`src/rtl/irq_chain_arbiter.sv`:
```
module irq_chain_arbiter #(
  parameter int N  = 28,
  parameter int LW = 3,
  localparam int IW = $clog2(N)
) (
  input  logic          clk,
  input  logic          rst_n,
  input  logic [N-1:0]  src_pulse,
  input  logic          lvl_we,
  input  logic [IW-1:0] lvl_sel,
  input  logic [LW-1:0] lvl_din,
  input  logic          pend_we,
  input  logic [IW-1:0] pend_sel,
  input  logic          pend_din,
  input  logic          st_we,
  input  logic [LW-1:0] st_ipl,
  input  logic          st_i,
  input  logic          wdt_req,
  input  logic          rst_req,
  output logic          acc_pulse,
  output logic [IW-1:0] acc_idx,
  output logic [LW-1:0] acc_lvl,
  output logic          save_ps,
  output logic          wdt_take,
  output logic          rst_take,
  output logic [LW-1:0] ps_ipl,
  output logic          ps_i
);

  logic [N-1:0]  pend;
  logic [LW-1:0] lvl [N];
  logic [LW-1:0] win_lvl;
  logic [IW-1:0] win_idx;

  always_comb begin
    win_lvl = '0;
    win_idx = '0;
    for (int k = 0; k < N; k++)
      if (pend[k] && lvl[k] > win_lvl) begin
        win_lvl = lvl[k];
        win_idx = IW'(k);
      end
  end

  wire take = (win_lvl > ps_ipl) && !ps_i && !wdt_req && !rst_req;

  always_ff @(posedge clk or negedge rst_n)
    if (!rst_n) begin
      for (int k = 0; k < N; k++) lvl[k] <= '0;
    end else if (lvl_we) begin
      for (int k = 0; k < N; k++)
        if (lvl_sel == IW'(k)) lvl[k] <= lvl_din;
    end

  always_ff @(posedge clk or negedge rst_n)
    if (!rst_n) pend <= '0;
    else
      for (int k = 0; k < N; k++) begin
        if (rst_req || (take && win_idx == IW'(k)) ||
            (pend_we && pend_sel == IW'(k) && !pend_din))
          pend[k] <= 1'b0;
        else if (src_pulse[k] || (pend_we && pend_sel == IW'(k) && pend_din))
          pend[k] <= 1'b1;
      end

  always_ff @(posedge clk or negedge rst_n)
    if (!rst_n) begin
      acc_pulse <= 1'b0;
      acc_idx   <= '0;
      acc_lvl   <= '0;
      save_ps   <= 1'b0;
      wdt_take  <= 1'b0;
      rst_take  <= 1'b0;
      ps_ipl    <= '0;
      ps_i      <= 1'b1;
    end else begin
      acc_pulse <= 1'b0;
      save_ps   <= 1'b0;
      wdt_take  <= 1'b0;
      rst_take  <= 1'b0;
      if (rst_req) begin
        rst_take <= 1'b1;
        ps_i     <= 1'b1;
        ps_ipl   <= '0;
      end else if (wdt_req) begin
        wdt_take <= 1'b1;
        save_ps  <= 1'b1;
        ps_i     <= 1'b1;
        ps_ipl   <= '1;
      end else if (take) begin
        acc_pulse <= 1'b1;
        acc_idx   <= win_idx;
        acc_lvl   <= win_lvl;
        save_ps   <= 1'b1;
        ps_i      <= 1'b1;
        ps_ipl    <= win_lvl;
      end else if (st_we) begin
        ps_ipl <= st_ipl;
        ps_i   <= st_i;
      end
    end

endmodule

```
`config.mk`:
```
export PLATFORM = sky130hd
export DESIGN_NAME = irq_chain_arbiter
export DESIGN_NICKNAME = d
export VERILOG_FILES = /design/src/rtl/irq_chain_arbiter.sv
export SDC_FILE = /design/constraint.sdc
export NUM_CORES = 1
export LEC_CHECK = 0
export BUFFER_PORTS_ARGS = -buffer_cell sky130_fd_sc_hd__buf_2
export CORE_MARGIN = 2
export CORE_UTILIZATION = 35
export CTS_CLUSTER_DIAMETER = 40
export DETAILED_ROUTE_END_ITERATION = 8
export GPL_TIMING_DRIVEN = 0
export HOLD_SLACK_MARGIN = 0.1
export PLACE_DENSITY = 0.53
export SYNTH_ARGS = -nofsm -noshare
export SYNTH_HDL_FRONTEND = slang
export SYNTH_SLANG_ARGS = --single-unit
```
`constraint.sdc`:
```
create_clock -name clk -period 33.9 [get_ports clk]
set_input_delay 0 -clock clk [delete_from_list [all_inputs] [get_ports clk]]
set_output_delay 0 -clock clk [all_outputs]
set_load 0.05 [all_outputs]
```
==> impl_metrics.ini, run 1 <==
[run_status]
outcome = complete, but fails checks
failed_checks = setup timing

[place]
dpl.hpwl_um = 23420
place_ws_ns = -4.561
dpl_cell_area_um2 = 10470
gp_congestion = 0.8709
place.port_buffers = 61
dp_cells = 1505

[timing]
rsz0062_at_grt = yes
hold_ws_ns = 0.08010
worst_pin_slew_ns = 1.102
fmax_ghz = 0.02924
hold_viol = 0
worst_slack_ns = -0.3035
fin_crit_ns = 34.20
finalCritPeriodShare_pct = 100.9
slew_headroom_pct = 26.37
timing.final.max_slew_violations = 0
setup_viol = 29
skew_ns = 0.01267

[global_route]
grt_max_degree = 79
antenna_found_initial = 0
grt-ovfl-total = 0
grt_pass1_wl_um = 51050
gr-usage-all-layers_pct = 22.71
grt_pass1_vias = 9367

[power_and_ir_drop]
peakVddDrop_mv = 0.04766
leakagePower_uw = 0.005568
power_density_nw_per_um2 = 90.08

[clock_tree]
cts_buffer_depth = 2
tritoncts = built
clock-sinks = 128
root_buffer = clkbuf_16
htree_levels = 4
clk_latency_ns = 0.43
cts.clk_slew.worst_paths_ns = 0.06
cts-buffers-inserted = 17

[floorplanning]
die_w_um = 170.2
die_height_um = 170.2
fp.dieArea_um2 = 28970
start_util_pct = 35.78
placementRows = 60
core_area_um2 = 27030
pin_count = 69

[critical_path]
path_depth = 186
rr_worst_depth = 186
cp_top_family = compound AO/OA/AOI/OAI gates
path_buf_inv = 9
r2r_start = pend[0]
crit_arrival_ns = 34.46
cp_slowest_cell = or4_4
start_kind = register
timing.rr.end = pend[2]
crit_top_cell = ha_4
cp_data_required_time_ns = 34.16
r2r_setup_slack_ns = -0.30
slowest_delay_ns = 0.55
crit_type = reg2reg
crit_fanout = 8
end_kind = register

[finish]
antennaDiodeCount = 0
most-common-layout-cells = 126 x dfrtp_1, 124 x buf_4, 110 x nand2_1, 71 x nor2_1, 67 x mux2_2
syn_to_final_growth_pct = 40.65
final_cells = 1706
nets = 1440
final_common_cell = dfrtp_1
drive_gt1_share_pct = 38.10
fin_area_um2 = 13600
fin_util_pct = 50.33

[routing]
vias = 9874
wl_met1_um = 15280
drt_iter0_drc = 678
dr_wl_met3_um = 1446
wl_met2_um = 16450
drt_wl_total_um = 34100
via_per_inst = 5.788
drt-pass1-iter-count = 8
wl_per_cell_um = 19.99
ant_nets = 0
drcViolationCount = 0
top_layer = met4

[logic_synthesis]
postSynthAreaPerCell_um2 = 8.775
ys_types = 106
synth_edf_count = 0
async_reset_ff_share_pct = 100.0
ys_seq_elements = 128
synthCells = 1102
synth_nets = 1189
synthesis.area_um2 = 9671
yosysSeqAreaShare_pct = 33.13
ys.flop_type = dfrtp_1
yosysWarningCount = 0

[flow_run]
max-cap-violations = 0

[min_path]
hold_path_class = in2async
-- worst reg2reg max path, delay by kind of cell (launching register included) --
kind / cells / cell delay (ns)
DFF: 1 / 0.44
AOI/OAI and AO/OA: 77 / 13.59
muxes: 3 / 0.97
buffers and inverters: 9 / 1.19
and+or+nand+nor: 67 / 9.95
adders and majority gates: 30 / 7.90
-- Yosys cell counts (all sizes together), types with 4 or more instances --
cell type | count | area, um2
dfrtp | 127 | 3178
nand2 | 120 | 450.4
nor2 | 97 | 371.6
o21ai | 79 | 406.6
mux2 | 71 | 799.5
inv | 54 | 202.7
a21oi | 52 | 290.3
nor3 | 46 | 235.2
nand3 | 39 | 200.2
ha | 34 | 425.4
a31oi | 29 | 187.7
clkbuf | 28 | 105.1
o21a | 25 | 187.7
and2 | 24 | 155.2
o211ai | 20 | 165.2
a311oi | 17 | 155.1
and3 | 15 | 93.84
nor2b | 15 | 96.34
a2111oi | 14 | 181.4
o31ai | 13 | 116.4
or2 | 12 | 75.07
a221oi | 11 | 127.6
nand2b | 11 | 76.32
nand4 | 11 | 68.82
nor4 | 11 | 81.32
a211oi | 10 | 105.1
o21bai | 6 | 48.80
o221ai | 6 | 58.80
or3 | 6 | 37.54
a22o | 5 | 43.79
a41oi | 5 | 51.30
buf | 5 | 26.27
nor3b | 5 | 37.54
o22ai | 5 | 37.53
o311ai | 5 | 96.35
a211o | 4 | 35.03
a21boi | 4 | 30.03
a21o | 4 | 30.03
a22oi | 4 | 30.03
o2111a | 4 | 45.04
o211a | 4 | 40.04
-- sequential cells by signal, summed over array words and instances (netlist names) --
signal	cells
lvl	84
pend	28
acc_idx	5
acc_lvl	3
ps_ipl	3
acc_pulse	1
ps_i	1
rst_take	1
save_ps	1
wdt_take	1
-- cell families (layout without fill, tap and decap cells) --
family	Yosys count	in the layout	share of synthesized area, %
buffers and inverters	88	351	3.493
AO/OA/AOI/OAI	350	350	28.30
flip-flops	128	128	33.14
AND/OR/NAND/NOR	426	426	21.88
multiplexers	73	73	8.475
adder cells (fa/ha/maj)	37	37	4.722
-- power breakdown --
part | switching (uW) | total, uW | internal, uW
Combinational | 446 | 828 | 382
Clock | 71.9 | 185 | 113
Sequential | 31.3 | 212 | 181
Total | 549 | 1230 | 676
-- layer usage --
metal / track usage (%) / up-vias
met5: 0 / -
met4: 7.321 / 0
met3: 3.163 / 70
met2: 38.14 / 279
met1: 30.15 / 4830
li1: - / 4695
-- worst max-delay path by stage --
stage	startpoint	endpoint	slack (ns)
2_1_floorplan	pend[0]	pend[10]	0.09
6_report	pend[0]	pend[2]	-0.30
5_1_grt	pend[0]	pend[2]	-2.00
3_3_place_gp	pend[0]	pend[18]	-4.43
4_1_cts	pend[0]	pend[1]	0.01
3_5_place_dp	pend[0]	pend[18]	-4.56
-- cell type report --
class / count / area [um2]
buffer: 31 / 116.4
timing repair buffer: 234 / 1779
fill: 2491 / 13420
sequential: 128 / 3206
clock inverter: 10 / 111.4
inverter: 55 / 221.5
clock buffer: 21 / 470.5
multi-input combinational: 886 / 7271
tap: 341 / 426.7
-- through the flow --
stage               power, uW  setup TNS, ns
finish                   1225         -5.475
global route             1293         -73.88
CTS                      1069              0
detailed placement      709.2        -173.59
global placement        704.2        -167.68
floorplan               582.9              0
-- repair_timing --
item | in CTS | in global routing
buffers inserted | 91 | 50
cloned | 0 | 0
hold endpoints to repair | 163 | 0
hold buffers | 36 | 0
setup endpoints to repair | 42 | 42
pin swaps | 87 | 123
resized for setup | 111 | 129
No activity file was read; power rests on OpenSTA's default activity.
==> run 2: changes to the inputs <==
--- a/config.mk
+++ b/config.mk
@@ -5,6 +5,7 @@
 export SDC_FILE = /design/constraint.sdc
 export NUM_CORES = 1
 export LEC_CHECK = 0
+export ABC_AREA = 1
 export BUFFER_PORTS_ARGS = -buffer_cell sky130_fd_sc_hd__buf_2
 export CORE_MARGIN = 2
 export CORE_UTILIZATION = 35
==> impl_metrics.ini, run 2 <==
[run_status]
outcome = finished, final reports clean

[logic_synthesis]
ys_seq_elements = 128
synthXorXnorAreaFrac_pct = 0
ys_types = 39
synthesis.area_um2 = 8651
yosys.area_share.simple_pct = 36.35
synth_compound_area_share_pct = 15.48
muxShareOfSynthArea_pct = 0
ys_top_cells_by_count = 320 x nand2_1, 127 x dfrtp_1, 120 x o21ai_0, 117 x inv_1, 95 x nor2_1
netlist.area_leader.share_pct = 36.74
async_reset_ff_share_pct = 100.0
synth_edf_count = 0
synth_top_family_by_area = simple AND/OR/NAND/NOR gates
synth_nets = 1258
yosysWarningCount = 0
synth_most_common_cell = nand2_1
yosys-top-cells-area = dfrtp_1 37%, nand2_1 14%, o21ai_0 6.9%
synth_fa_ha_area_share_pct = 4.918
yosysSeqAreaShare_pct = 37.04
postSynthAreaPerCell_um2 = 7.388
synthCells = 1171
yosys.area.top_type = dfrtp_1
ys.flop_type = dfrtp_1

[timing]
skew_ns = 0.01095
fmax_ghz = 0.03166
slew_headroom_pct = 32.14
fin_crit_ns = 31.59
setup_viol = 0
worst_pin_slew_ns = 1.010
finalCritPeriodShare_pct = 93.18
timing.final.max_slew_violations = 0
hold_viol = 0

[critical_path]
cp_data_required_time_ns = 34.22
end_kind = register
cp_slowest_cell = dfrtp_1
r2r_start = lvl[82]
crit_arrival_ns = 31.91
crit_fanout = 6
crit_top_cell = nand2_2
crit_type = reg2reg
slowest_delay_ns = 0.37
crit_path_start = lvl[82]
start_kind = register

[place]
gp_congestion = 0.8992
dp_cells = 1563
dpl.hpwl_um = 19750
place.port_buffers = 67

[clock_tree]
root_buffer = clkbuf_16
clock-sinks = 128
cts-buffers-inserted = 17
tritoncts = built
cts.clk_slew.worst_paths_ns = 0.06
htree_levels = 4
cts_buffer_depth = 2
clk_latency_ns = 0.43

[finish]
fin_util_pct = 45.08
syn_to_final_growth_pct = 26.74
final_cells = 1664
reg_top3 = lvl (84), pend (28), acc_idx (5)
largest_reg_flops = 84
regMostFlops = lvl
nets = 1414
antennaDiodeCount = 0
most-common-layout-cells = 311 x nand2_1, 127 x dfrtp_1, 115 x inv_1, 95 x o21ai_0, 91 x nor2_1
drive_gt1_share_pct = 24.70
final_common_cell = nand2_1

[routing]
via_per_inst = 4.919
drt-pass1-iter-count = 5
drt_wl_total_um = 26150
wl_per_cell_um = 15.72
drt_iter0_drc = 526
ant_nets = 0
drcViolationCount = 0
vias = 8185

[floorplanning]
die_w_um = 161.2
fp.dieArea_um2 = 25990
placementRows = 57
pin_count = 69
start_util_pct = 35.57
core_area_um2 = 24320
die_height_um = 161.2

[global_route]
gr-usage-all-layers_pct = 20.44
antenna_found_initial = 0
grt_pass1_vias = 7545
grt-ovfl-total = 0
grt_pass1_wl_um = 40970
grt_max_degree = 68

[power_and_ir_drop]
power_density_nw_per_um2 = 83.14
leakagePower_uw = 0.005259
peakVddDrop_mv = 0.04260

[min_path]
hold_path_class = in2reg
hp-start = lvl_sel[2]

[flow_run]
max-cap-violations = 0
run 2: cell count changes after synthesis, sizes merged, moves of 19 or more:
cell    before  now
and2        24    2
o21a        25    0
inv         54  122
clkbuf      28    9
o211ai      20    1
o21ai       79  121
a31oi       29    1
nand3       39   79
nand2      120  374
or2         12   49
nor3        46    7
mux2        71    0
run 2: critical path: cells and delay by family (launching register included):
family	cells	cell delay (ns)
adders and majority gates	28	7.31
DFF	1	0.37
buffers and inverters	7	0.69
and+or+nand+nor	142	19.21
AOI/OAI and AO/OA	47	3.81
run 2: cells by family after synthesis:
| logic type | Yosys count |
|---|---|
| simple gates | 637 |
| buf+inv | 137 |
| flops | 128 |
| compound gates | 235 |
| fa+ha+maj | 34 |
run 2: metal layers:
layer / part of all wire (%) / global-route usage [%] / vias up
met4: 1.6 / 5.601 / 0
met2: 47 / 33.75 / 152
met3: 3.2 / 3.056 / 29
met1: 48 / 28.01 / 3786
met5: 0 / 0 / -
li1: - / - / 4218
run 2: path summary, 6_finish.rpt:
check / to / slack (ns) / cells after the start
max reg2reg: pend[6] / 2.31 / 224
min: lvl[79] / 0.11 / 4
min in group asynchronous: ps_ipl[0] / 0.12 / 2
max in group asynchronous: lvl[57] / 33.02 / 3
min reg2reg: acc_idx[2] / 0.48 / 2
max: pend[6] / 2.31 / 224
run 2: timing repair:
item	CTS	global route
gates resized for setup	24	76
endpoints found under the setup margin	42	42
pin swaps	0	23
hold buffers	45	0
buffers inserted	1	22
gates cloned	0	1
endpoints found under the hold margin	185	0
run 2: final cells by class:
class                   instances  area [um2]
plain buffers                  15       87.58
clock buffers                  22       464.2
clock inverters                10       88.84
fillers                      2460       13360
inverters                     122       461.7
multi-input cells             906        5251
flip-flops and latches        128        3204
well taps                     324       405.4
repair buffers                137        1001
run 2: metrics by stage:
| step | area [um2] | power [uW] | setup TNS [ns] | hold slack [ns] | worst slack [ns] |
|---|---|---|---|---|---|
| 2_1_floorplan | 8651 | 555.7 | 0 | -0.2956 | 3.177 |
| 3_3_place_gp | 9392 | 649.9 | -47.70 | 0.1846 | -1.450 |
| 3_5_place_dp | 9425 | 657.5 | -68.49 | 0.03441 | -1.948 |
| 4_1_cts | 10460 | 845.2 | 0 | 0.1032 | 0.07391 |
| 5_1_grt | 10960 | 988.2 | -5.346 | 0.1536 | -0.2470 |
| 6_report | 10960 | 911.6 | 0 | 0.1091 | 2.310 |
run 2: power by group:
group | total, uW | switching [uW] | internal (uW)
Combinational | 535 | 332 | 203
Sequential | 200 | 21.4 | 178
Clock | 177 | 72.4 | 104
